--- src/rtl/uart_irq_pkg.sv ---
package uart_irq_pkg;

    localparam int ISR_W   = 6;
    localparam int NUM_LVL = 8;
    localparam int LVL_W   = $clog2(NUM_LVL);
    localparam int NUM_FLAG = 9;

    typedef logic [ISR_W-1:0] isr_code_t;

    // rank levels, index 0 is served first
    localparam int LVL_LS   = 0;
    localparam int LVL_TMO  = 1;
    localparam int LVL_RDY  = 2;
    localparam int LVL_TX   = 3;
    localparam int LVL_MSR  = 4;
    localparam int LVL_XS   = 5;
    localparam int LVL_FLOW = 6;
    localparam int LVL_WAKE = 7;

    // sticky flag slots
    localparam int F_LS   = 0;
    localparam int F_TMO  = 1;
    localparam int F_TX   = 2;
    localparam int F_MSR  = 3;
    localparam int F_XOFF = 4;
    localparam int F_SPEC = 5;
    localparam int F_CTS  = 6;
    localparam int F_RTS  = 7;
    localparam int F_WAKE = 8;

    // enable bit positions
    localparam int EN_RX   = 0;
    localparam int EN_TX   = 1;
    localparam int EN_LS   = 2;
    localparam int EN_MSR  = 3;
    localparam int EN_WAKE = 4;
    localparam int EN_XS   = 5;
    localparam int EN_RTS  = 6;
    localparam int EN_CTS  = 7;

    localparam isr_code_t CODE_NONE = 6'h01;
    localparam isr_code_t CODE_LS   = 6'h06;
    localparam isr_code_t CODE_TMO  = 6'h0C;
    localparam isr_code_t CODE_RDY  = 6'h04;
    localparam isr_code_t CODE_TX   = 6'h02;
    localparam isr_code_t CODE_MSR  = 6'h00;
    localparam isr_code_t CODE_XS   = 6'h10;
    localparam isr_code_t CODE_FLOW = 6'h20;
    localparam isr_code_t CODE_WAKE = 6'h30;

    typedef struct packed {
        logic [NUM_FLAG-1:0] set;
        logic [NUM_FLAG-1:0] clr;
    } flag_ctl_t;

    function automatic isr_code_t code_of(input logic [LVL_W-1:0] lvl);
        case (lvl)
            3'd0:    code_of = CODE_LS;
            3'd1:    code_of = CODE_TMO;
            3'd2:    code_of = CODE_RDY;
            3'd3:    code_of = CODE_TX;
            3'd4:    code_of = CODE_MSR;
            3'd5:    code_of = CODE_XS;
            3'd6:    code_of = CODE_FLOW;
            default: code_of = CODE_WAKE;
        endcase
    endfunction

endpackage

--- src/rtl/irq_flag.sv ---
module irq_flag (
    input  logic clk,
    input  logic rst_n,
    input  logic set_i,
    input  logic clr_i,
    output logic flag_o
);

    logic flag_d, flag_q;

    always_comb begin
        flag_d = flag_q;
        if (clr_i) flag_d = 1'b0;
        if (set_i) flag_d = 1'b1;   // a new event outlives a same-cycle clear
    end

    always_ff @(posedge clk or negedge rst_n) begin
        if (!rst_n) flag_q <= 1'b0;
        else        flag_q <= flag_d;
    end

    assign flag_o = flag_q;

    assert_set_wins_R12: assert property (@(posedge clk) disable iff (!rst_n)
        set_i |=> flag_q);

    assert_clear_drops_R12: assert property (@(posedge clk) disable iff (!rst_n)
        (clr_i && !set_i) |=> !flag_q);

endmodule

--- src/rtl/irq_prio_enc.sv ---
module irq_prio_enc
    import uart_irq_pkg::*;
#(
    parameter int N_LVL = NUM_LVL,
    localparam int L_W  = $clog2(N_LVL)
) (
    input  logic [N_LVL-1:0] pend_i,
    output logic             valid_o,
    output logic [L_W-1:0]   lvl_o,
    output isr_code_t        code_o
);

    always_comb begin
        lvl_o = '0;
        for (int i = N_LVL - 1; i >= 0; i--) begin
            if (pend_i[i]) lvl_o = i[L_W-1:0];
        end
        valid_o = |pend_i;
        code_o  = valid_o ? code_of(lvl_o) : CODE_NONE;
    end

endmodule

--- src/rtl/uart_irq_prio.sv ---
module uart_irq_prio
    import uart_irq_pkg::*;
#(
    parameter int IER_W = 8
) (
    input  logic             clk,
    input  logic             rst_n,
    input  logic [IER_W-1:0] ier,
    input  logic             enh_en,
    input  logic             auto_cts_en,
    input  logic             auto_rts_en,
    input  logic             rx_at_trig,
    input  logic             ls_evt,
    input  logic             rx_tmo_evt,
    input  logic             tx_evt,
    input  logic             msr_evt,
    input  logic             xoff_evt,
    input  logic             xon_evt,
    input  logic             spec_evt,
    input  logic             rx_char_evt,
    input  logic             cts_rise,
    input  logic             rts_rise,
    input  logic             wake_evt,
    input  logic             isr_rd,
    input  logic             lsr_rd,
    input  logic             msr_rd,
    input  logic             rhr_rd,
    input  logic             thr_wr,
    output logic [ISR_W-1:0] isr_code,
    output logic             irq
);

    flag_ctl_t           ctl_d;
    logic [NUM_FLAG-1:0] flag_q;
    logic [NUM_LVL-1:0]  pend;
    logic                top_valid;
    logic [LVL_W-1:0]    top_lvl;
    isr_code_t           top_code;
    logic                rd_hit;

    // ---- sticky sources ----
    for (genvar g = 0; g < NUM_FLAG; g++) begin : g_flag
        irq_flag u_flag (
            .clk    (clk),
            .rst_n  (rst_n),
            .set_i  (ctl_d.set[g]),
            .clr_i  (ctl_d.clr[g]),
            .flag_o (flag_q[g])
        );
    end

    // ---- enable masking and ranking ----
    always_comb begin
        pend           = '0;
        pend[LVL_LS]   = flag_q[F_LS]  & ier[EN_LS];
        pend[LVL_TMO]  = flag_q[F_TMO] & ier[EN_RX];
        pend[LVL_RDY]  = rx_at_trig    & ier[EN_RX];
        pend[LVL_TX]   = flag_q[F_TX]  & ier[EN_TX];
        pend[LVL_MSR]  = flag_q[F_MSR] & ier[EN_MSR];
        pend[LVL_XS]   = (flag_q[F_XOFF] | flag_q[F_SPEC]) & ier[EN_XS] & enh_en;
        pend[LVL_FLOW] = ((flag_q[F_CTS] & ier[EN_CTS]) |
                          (flag_q[F_RTS] & ier[EN_RTS])) & enh_en;
        pend[LVL_WAKE] = flag_q[F_WAKE] & ier[EN_WAKE];
    end

    irq_prio_enc #(.N_LVL(NUM_LVL)) u_enc (
        .pend_i  (pend),
        .valid_o (top_valid),
        .lvl_o   (top_lvl),
        .code_o  (top_code)
    );

    // ---- set / clear rules ----
    always_comb begin
        rd_hit = isr_rd & top_valid;
        ctl_d  = '0;

        ctl_d.set[F_LS]   = ls_evt;
        ctl_d.clr[F_LS]   = lsr_rd;

        ctl_d.set[F_TMO]  = rx_tmo_evt;
        ctl_d.clr[F_TMO]  = rhr_rd;

        ctl_d.set[F_TX]   = tx_evt;
        ctl_d.clr[F_TX]   = thr_wr | (rd_hit && top_lvl == LVL_W'(LVL_TX));

        ctl_d.set[F_MSR]  = msr_evt;
        ctl_d.clr[F_MSR]  = msr_rd;

        ctl_d.set[F_XOFF] = xoff_evt;
        ctl_d.clr[F_XOFF] = xon_evt | (rd_hit && top_lvl == LVL_W'(LVL_XS));

        ctl_d.set[F_SPEC] = spec_evt;
        ctl_d.clr[F_SPEC] = rx_char_evt | (rd_hit && top_lvl == LVL_W'(LVL_XS));

        ctl_d.set[F_CTS]  = cts_rise & auto_cts_en;
        ctl_d.clr[F_CTS]  = msr_rd;

        ctl_d.set[F_RTS]  = rts_rise & auto_rts_en;
        ctl_d.clr[F_RTS]  = msr_rd;

        ctl_d.set[F_WAKE] = wake_evt;
        ctl_d.clr[F_WAKE] = rd_hit && top_lvl == LVL_W'(LVL_WAKE);
    end

    assign isr_code = top_code;
    assign irq      = top_valid;

    // ---- checks ----
    assert_idle_code_R2: assert property (@(posedge clk) disable iff (!rst_n)
        (pend == '0) |-> (isr_code == CODE_NONE && !irq));

    assert_busy_irq_R2: assert property (@(posedge clk) disable iff (!rst_n)
        (|pend) |-> (irq && !isr_code[0]));

    assert_rxrdy_level_R5: assert property (@(posedge clk) disable iff (!rst_n)
        (rx_at_trig && ier[EN_RX] && !(flag_q[F_LS] && ier[EN_LS]) && !flag_q[F_TMO])
        |-> isr_code == CODE_RDY);

    assert_lsr_clear_R4: assert property (@(posedge clk) disable iff (!rst_n)
        (lsr_rd && !ls_evt) |=> !flag_q[F_LS]);

    assert_tmo_clear_R6: assert property (@(posedge clk) disable iff (!rst_n)
        (rhr_rd && !rx_tmo_evt) |=> !flag_q[F_TMO]);

    assert_msr_clear_R8: assert property (@(posedge clk) disable iff (!rst_n)
        (msr_rd && !msr_evt) |=> !flag_q[F_MSR]);

    assert_flow_gate_R10: assert property (@(posedge clk) disable iff (!rst_n)
        !enh_en |-> (isr_code != CODE_FLOW && isr_code != CODE_XS));

    assert_read_keeps_R11: assert property (@(posedge clk) disable iff (!rst_n)
        (isr_rd && flag_q[F_TX] && isr_code != CODE_TX && !thr_wr) |=> flag_q[F_TX]);

endmodule

--- config.mk ---
export PLATFORM = sky130hd
export DESIGN_NAME = uart_irq_prio
export DESIGN_NICKNAME = d
export VERILOG_FILES = /design/src/rtl/uart_irq_pkg.sv /design/src/rtl/irq_flag.sv /design/src/rtl/irq_prio_enc.sv /design/src/rtl/uart_irq_prio.sv
export SDC_FILE = /design/constraint.sdc
export NUM_CORES = 1
export LEC_CHECK = 0
export ABC_AREA = 1
export BUFFER_PORTS_ARGS = -buffer_cell sky130_fd_sc_hd__buf_2
export CAP_MARGIN = 40
export CORE_MARGIN = 2
export CORE_UTILIZATION = 43
export DETAILED_ROUTE_END_ITERATION = 16
export GPL_ROUTABILITY_DRIVEN = 0
export PLACE_DENSITY = 0.81
export SYNTH_ARGS = -nofsm -noshare
export SYNTH_HDL_FRONTEND = slang
export SYNTH_HIERARCHICAL = 1
export SYNTH_SLANG_ARGS = --single-unit
--- constraint.sdc ---
create_clock -name clk -period 1.63 [get_ports clk]
set_input_delay 0.163 -clock clk [delete_from_list [all_inputs] [get_ports clk]]
set_output_delay 0.163 -clock clk [all_outputs]
set_load 0.005 [all_outputs]
==> impl_metrics.yaml <==
setup_path:
  critPathLaunchType: "register"
  crit_fanout: 3
  critPathArrivalTime_ns: 1.52
  r2r-end: "g_flag[4].u_flag/flag_o"
  required_ns: 1.47
  reg2regPathDepth: 11
  cp-end-kind: "primary output"
  r2r-start: "g_flag[6].u_flag/flag_o"
  critical_path_class: "register to primary output"
  reg2reg_slack_ns: 0.01
status:
  status: "complete, but fails checks"
  violations: "negative setup slack"
timing:
  setup_slack_ns: -0.04881
  post-route-period-util_pct: 103.0
  fmax_mhz: 595.7
  setup_viol: 6
  slew_headroom_pct: 84.70
  rsz0062_at_grt: "yes"
  min_period_ns: 1.679
  clock_skew_ns: 0.005129
  tightest_slew_ns: 0.2287
  hold_viol_final: 0
  slew_viol_final: 0
synthesis:
  avgSynthCellArea_um2: 5.872
  ys_warn_count: 6
  synth_edf_count: 0
  dominantRegCellSynth: "dfrtp_1"
  synthesis.area_um2: 669.4
  synth_largest_area_cell: "dfrtp_1"
  ys_top_cells_by_count: "nand2_1, inv_1, nor2_1"
  syn-instance-count: 114
  synth_top_area_share_pct: 33.64
  yosys-top-cells-area: "dfrtp_1, nand2_1, inv_1"
  yosysUniqueCellTypes: 15
  async_flop_share_pct: 100.0
  ys_seq_area_share_pct: 33.64
  syn-num-nets: 144
  ys_ff_latch: 9
  yosysMostFrequentCell: "nand2_1"
final_layout:
  layout-drive-gt1-share_pct: 36.08
  largest_reg_flops: 9
  num_antenna_cells: 0
  multi_input_area_um2: 317.8
  nets: 189
  regArea_um2: 225.2
  syn2layout_area_growth_pct: 42.80
  postLayoutCoreUtil_pct: 64.20
  fin_cells: 174
  design_area_um2: 955.9
  final.fill_count: 141
cts:
  cts_tree: "done"
  clockBufferDepth: 2
  cts-root-buf: "clkbuf_4"
  h-tree-depth: 1
  cts_buffers: 3
  clk_pin_slew_ns: 0.06
  clock_latency_ns: 0.25
  cts.sinks: 9
power:
  total_power_uw: 599.3
  ir_worst_vdd_mv: 0.4686
  leakagePower_uw: 0.0006612
  p_per_area_nw_per_um2: 626.9
routing:
  wl_um: 1469
  drc: 0
  drt_iter0_drc: 7
  wl_per_cell_um: 8.443
  vias: 737
  drt-pass1-iter-count: 4
  detail-route-antenna-nets: 0
  viasPerCell: 4.236
grt:
  grt_max_degree: 10
  grt_pass1_wl_um: 2477
  grt_antenna_before_repair: 0
  grt.total_usage_pct: 17.58
  grt_remaining_overflow: 0
  grt_pass1_vias: 701
hold_path:
  hp-class: "primary input to register"
  hold_start: "wake_evt"
  worstHoldEndpoint: "g_flag[8].u_flag/flag_o"
  hold_depth: 3
floorplanning:
  core_um2: 1489
  dieArea_um2: 1888
  start_util_pct: 44.96
  die_w_um: 43.46
  num_io_pins: 37
  dieHeight_um: 43.46
  fp-row-count: 14
placement:
  dp.cells: 167
  portBuffers: 36
  dp.final_hpwl_um: 1235
  postPlaceCellArea_um2: 877.1
job:
  max-cap-violations: 0
-- repair_timing --
item	in CTS	in global routing
gates cloned	0	0
endpoints found under the setup margin	6	11
pin swaps	6	9
buffers inserted	1	1
endpoints found under the hold margin	9	0
resized for setup	4	6
hold buffers	1	0
-- cells by family after synthesis --
family                 Yosys count  share of synthesized area (%)
AOI/OAI and AO/OA                5                          4.858
buffers and inverters           41                          22.99
DFF                              9                          33.65
and+or+nand+nor                 59                          38.51
-- worst max-delay path, stage by stage (launching register included) --
cell	delay, ns
dfrtp_1	0.38
o21ai_2	0.07
nor2_2	0.13
inv_2	0.06
nand2_1	0.06
nand2_1	0.05
nand2_1	0.07
nand2_2	0.07
o31ai_1	0.23
buf_2	0.15
-- how the worst max path moves through the flow --
stage | cells past startpoint | slack (ns) | to | startpoint
5_1_grt | 9 | -0.20 | isr_code[1] | g_flag[4].u_flag/flag_o
6_report | 9 | -0.05 | isr_code[1] | g_flag[4].u_flag/flag_o
3_5_place_dp | 17 | 0.02 | g_flag[2].u_flag/flag_o | g_flag[4].u_flag/flag_o
4_1_cts | 11 | -0.08 | isr_code[4] | g_flag[4].u_flag/flag_o
3_3_place_gp | 13 | 0.10 | g_flag[5].u_flag/flag_o | g_flag[7].u_flag/flag_o
2_1_floorplan | 17 | 0.13 | g_flag[2].u_flag/flag_o | g_flag[5].u_flag/flag_o
-- power by group --
| part | total [uW] | switching (uW) | internal [uW] |
|---|---|---|---|
| combinational | 185 | 101 | 84.7 |
| sequential | 248 | 9.36 | 239 |
| clock | 166 | 71.9 | 94.0 |
-- layer usage --
layer / GRT usage, % / up-vias / part of all wire [%]
met5: 0 / - / 0
met4: 12.12 / 0 / 1.8
met3: 2.083 / 4 / 4.3
met2: 34.93 / 28 / 56
met1: 16.05 / 305 / 38
li1: - / 400 / -
-- cells in the final DEF, fill, tap and decap left out, drive strengths merged --
cell type / synthesis / final
buf: 0 / 39
o21ai: 1 / 1
clkbuf: 0 / 4
nor3: 2 / 2
or2: 1 / 1
o31ai: 1 / 1
nor2: 10 / 10
dfrtp: 9 / 9
dlygate4sd3: 0 / 1
a21oi: 1 / 1
inv: 41 / 41
o21bai: 2 / 2
nand2: 44 / 44
nand3: 2 / 2
-- area by class of cell --
| class | count | area share [%] |
|---|---|---|
| Timing Repair Buffer | 40 | 22.25 |
| Inverter | 41 | 16.10 |
| Multi-Input combinational cell | 64 | 33.25 |
| Tap cell | 16 | 2.094 |
| Clock buffer | 4 | 2.749 |
| Sequential cell | 9 | 23.56 |
-- metrics by stage --
stage	setup TNS (ns)	worst slack, ns	hold slack (ns)
after CTS	-0.2761	-0.08320	0.07947
after global placement	0	0.1050	0.01948
after floorplan	0	0.1279	-0.1326
after detailed placement	0	0.01807	0.02705
final	-0.2121	-0.04881	0.08725
after global routing	-1.356	-0.1959	0.08538
No activity file was read; power rests on OpenSTA's default activity.
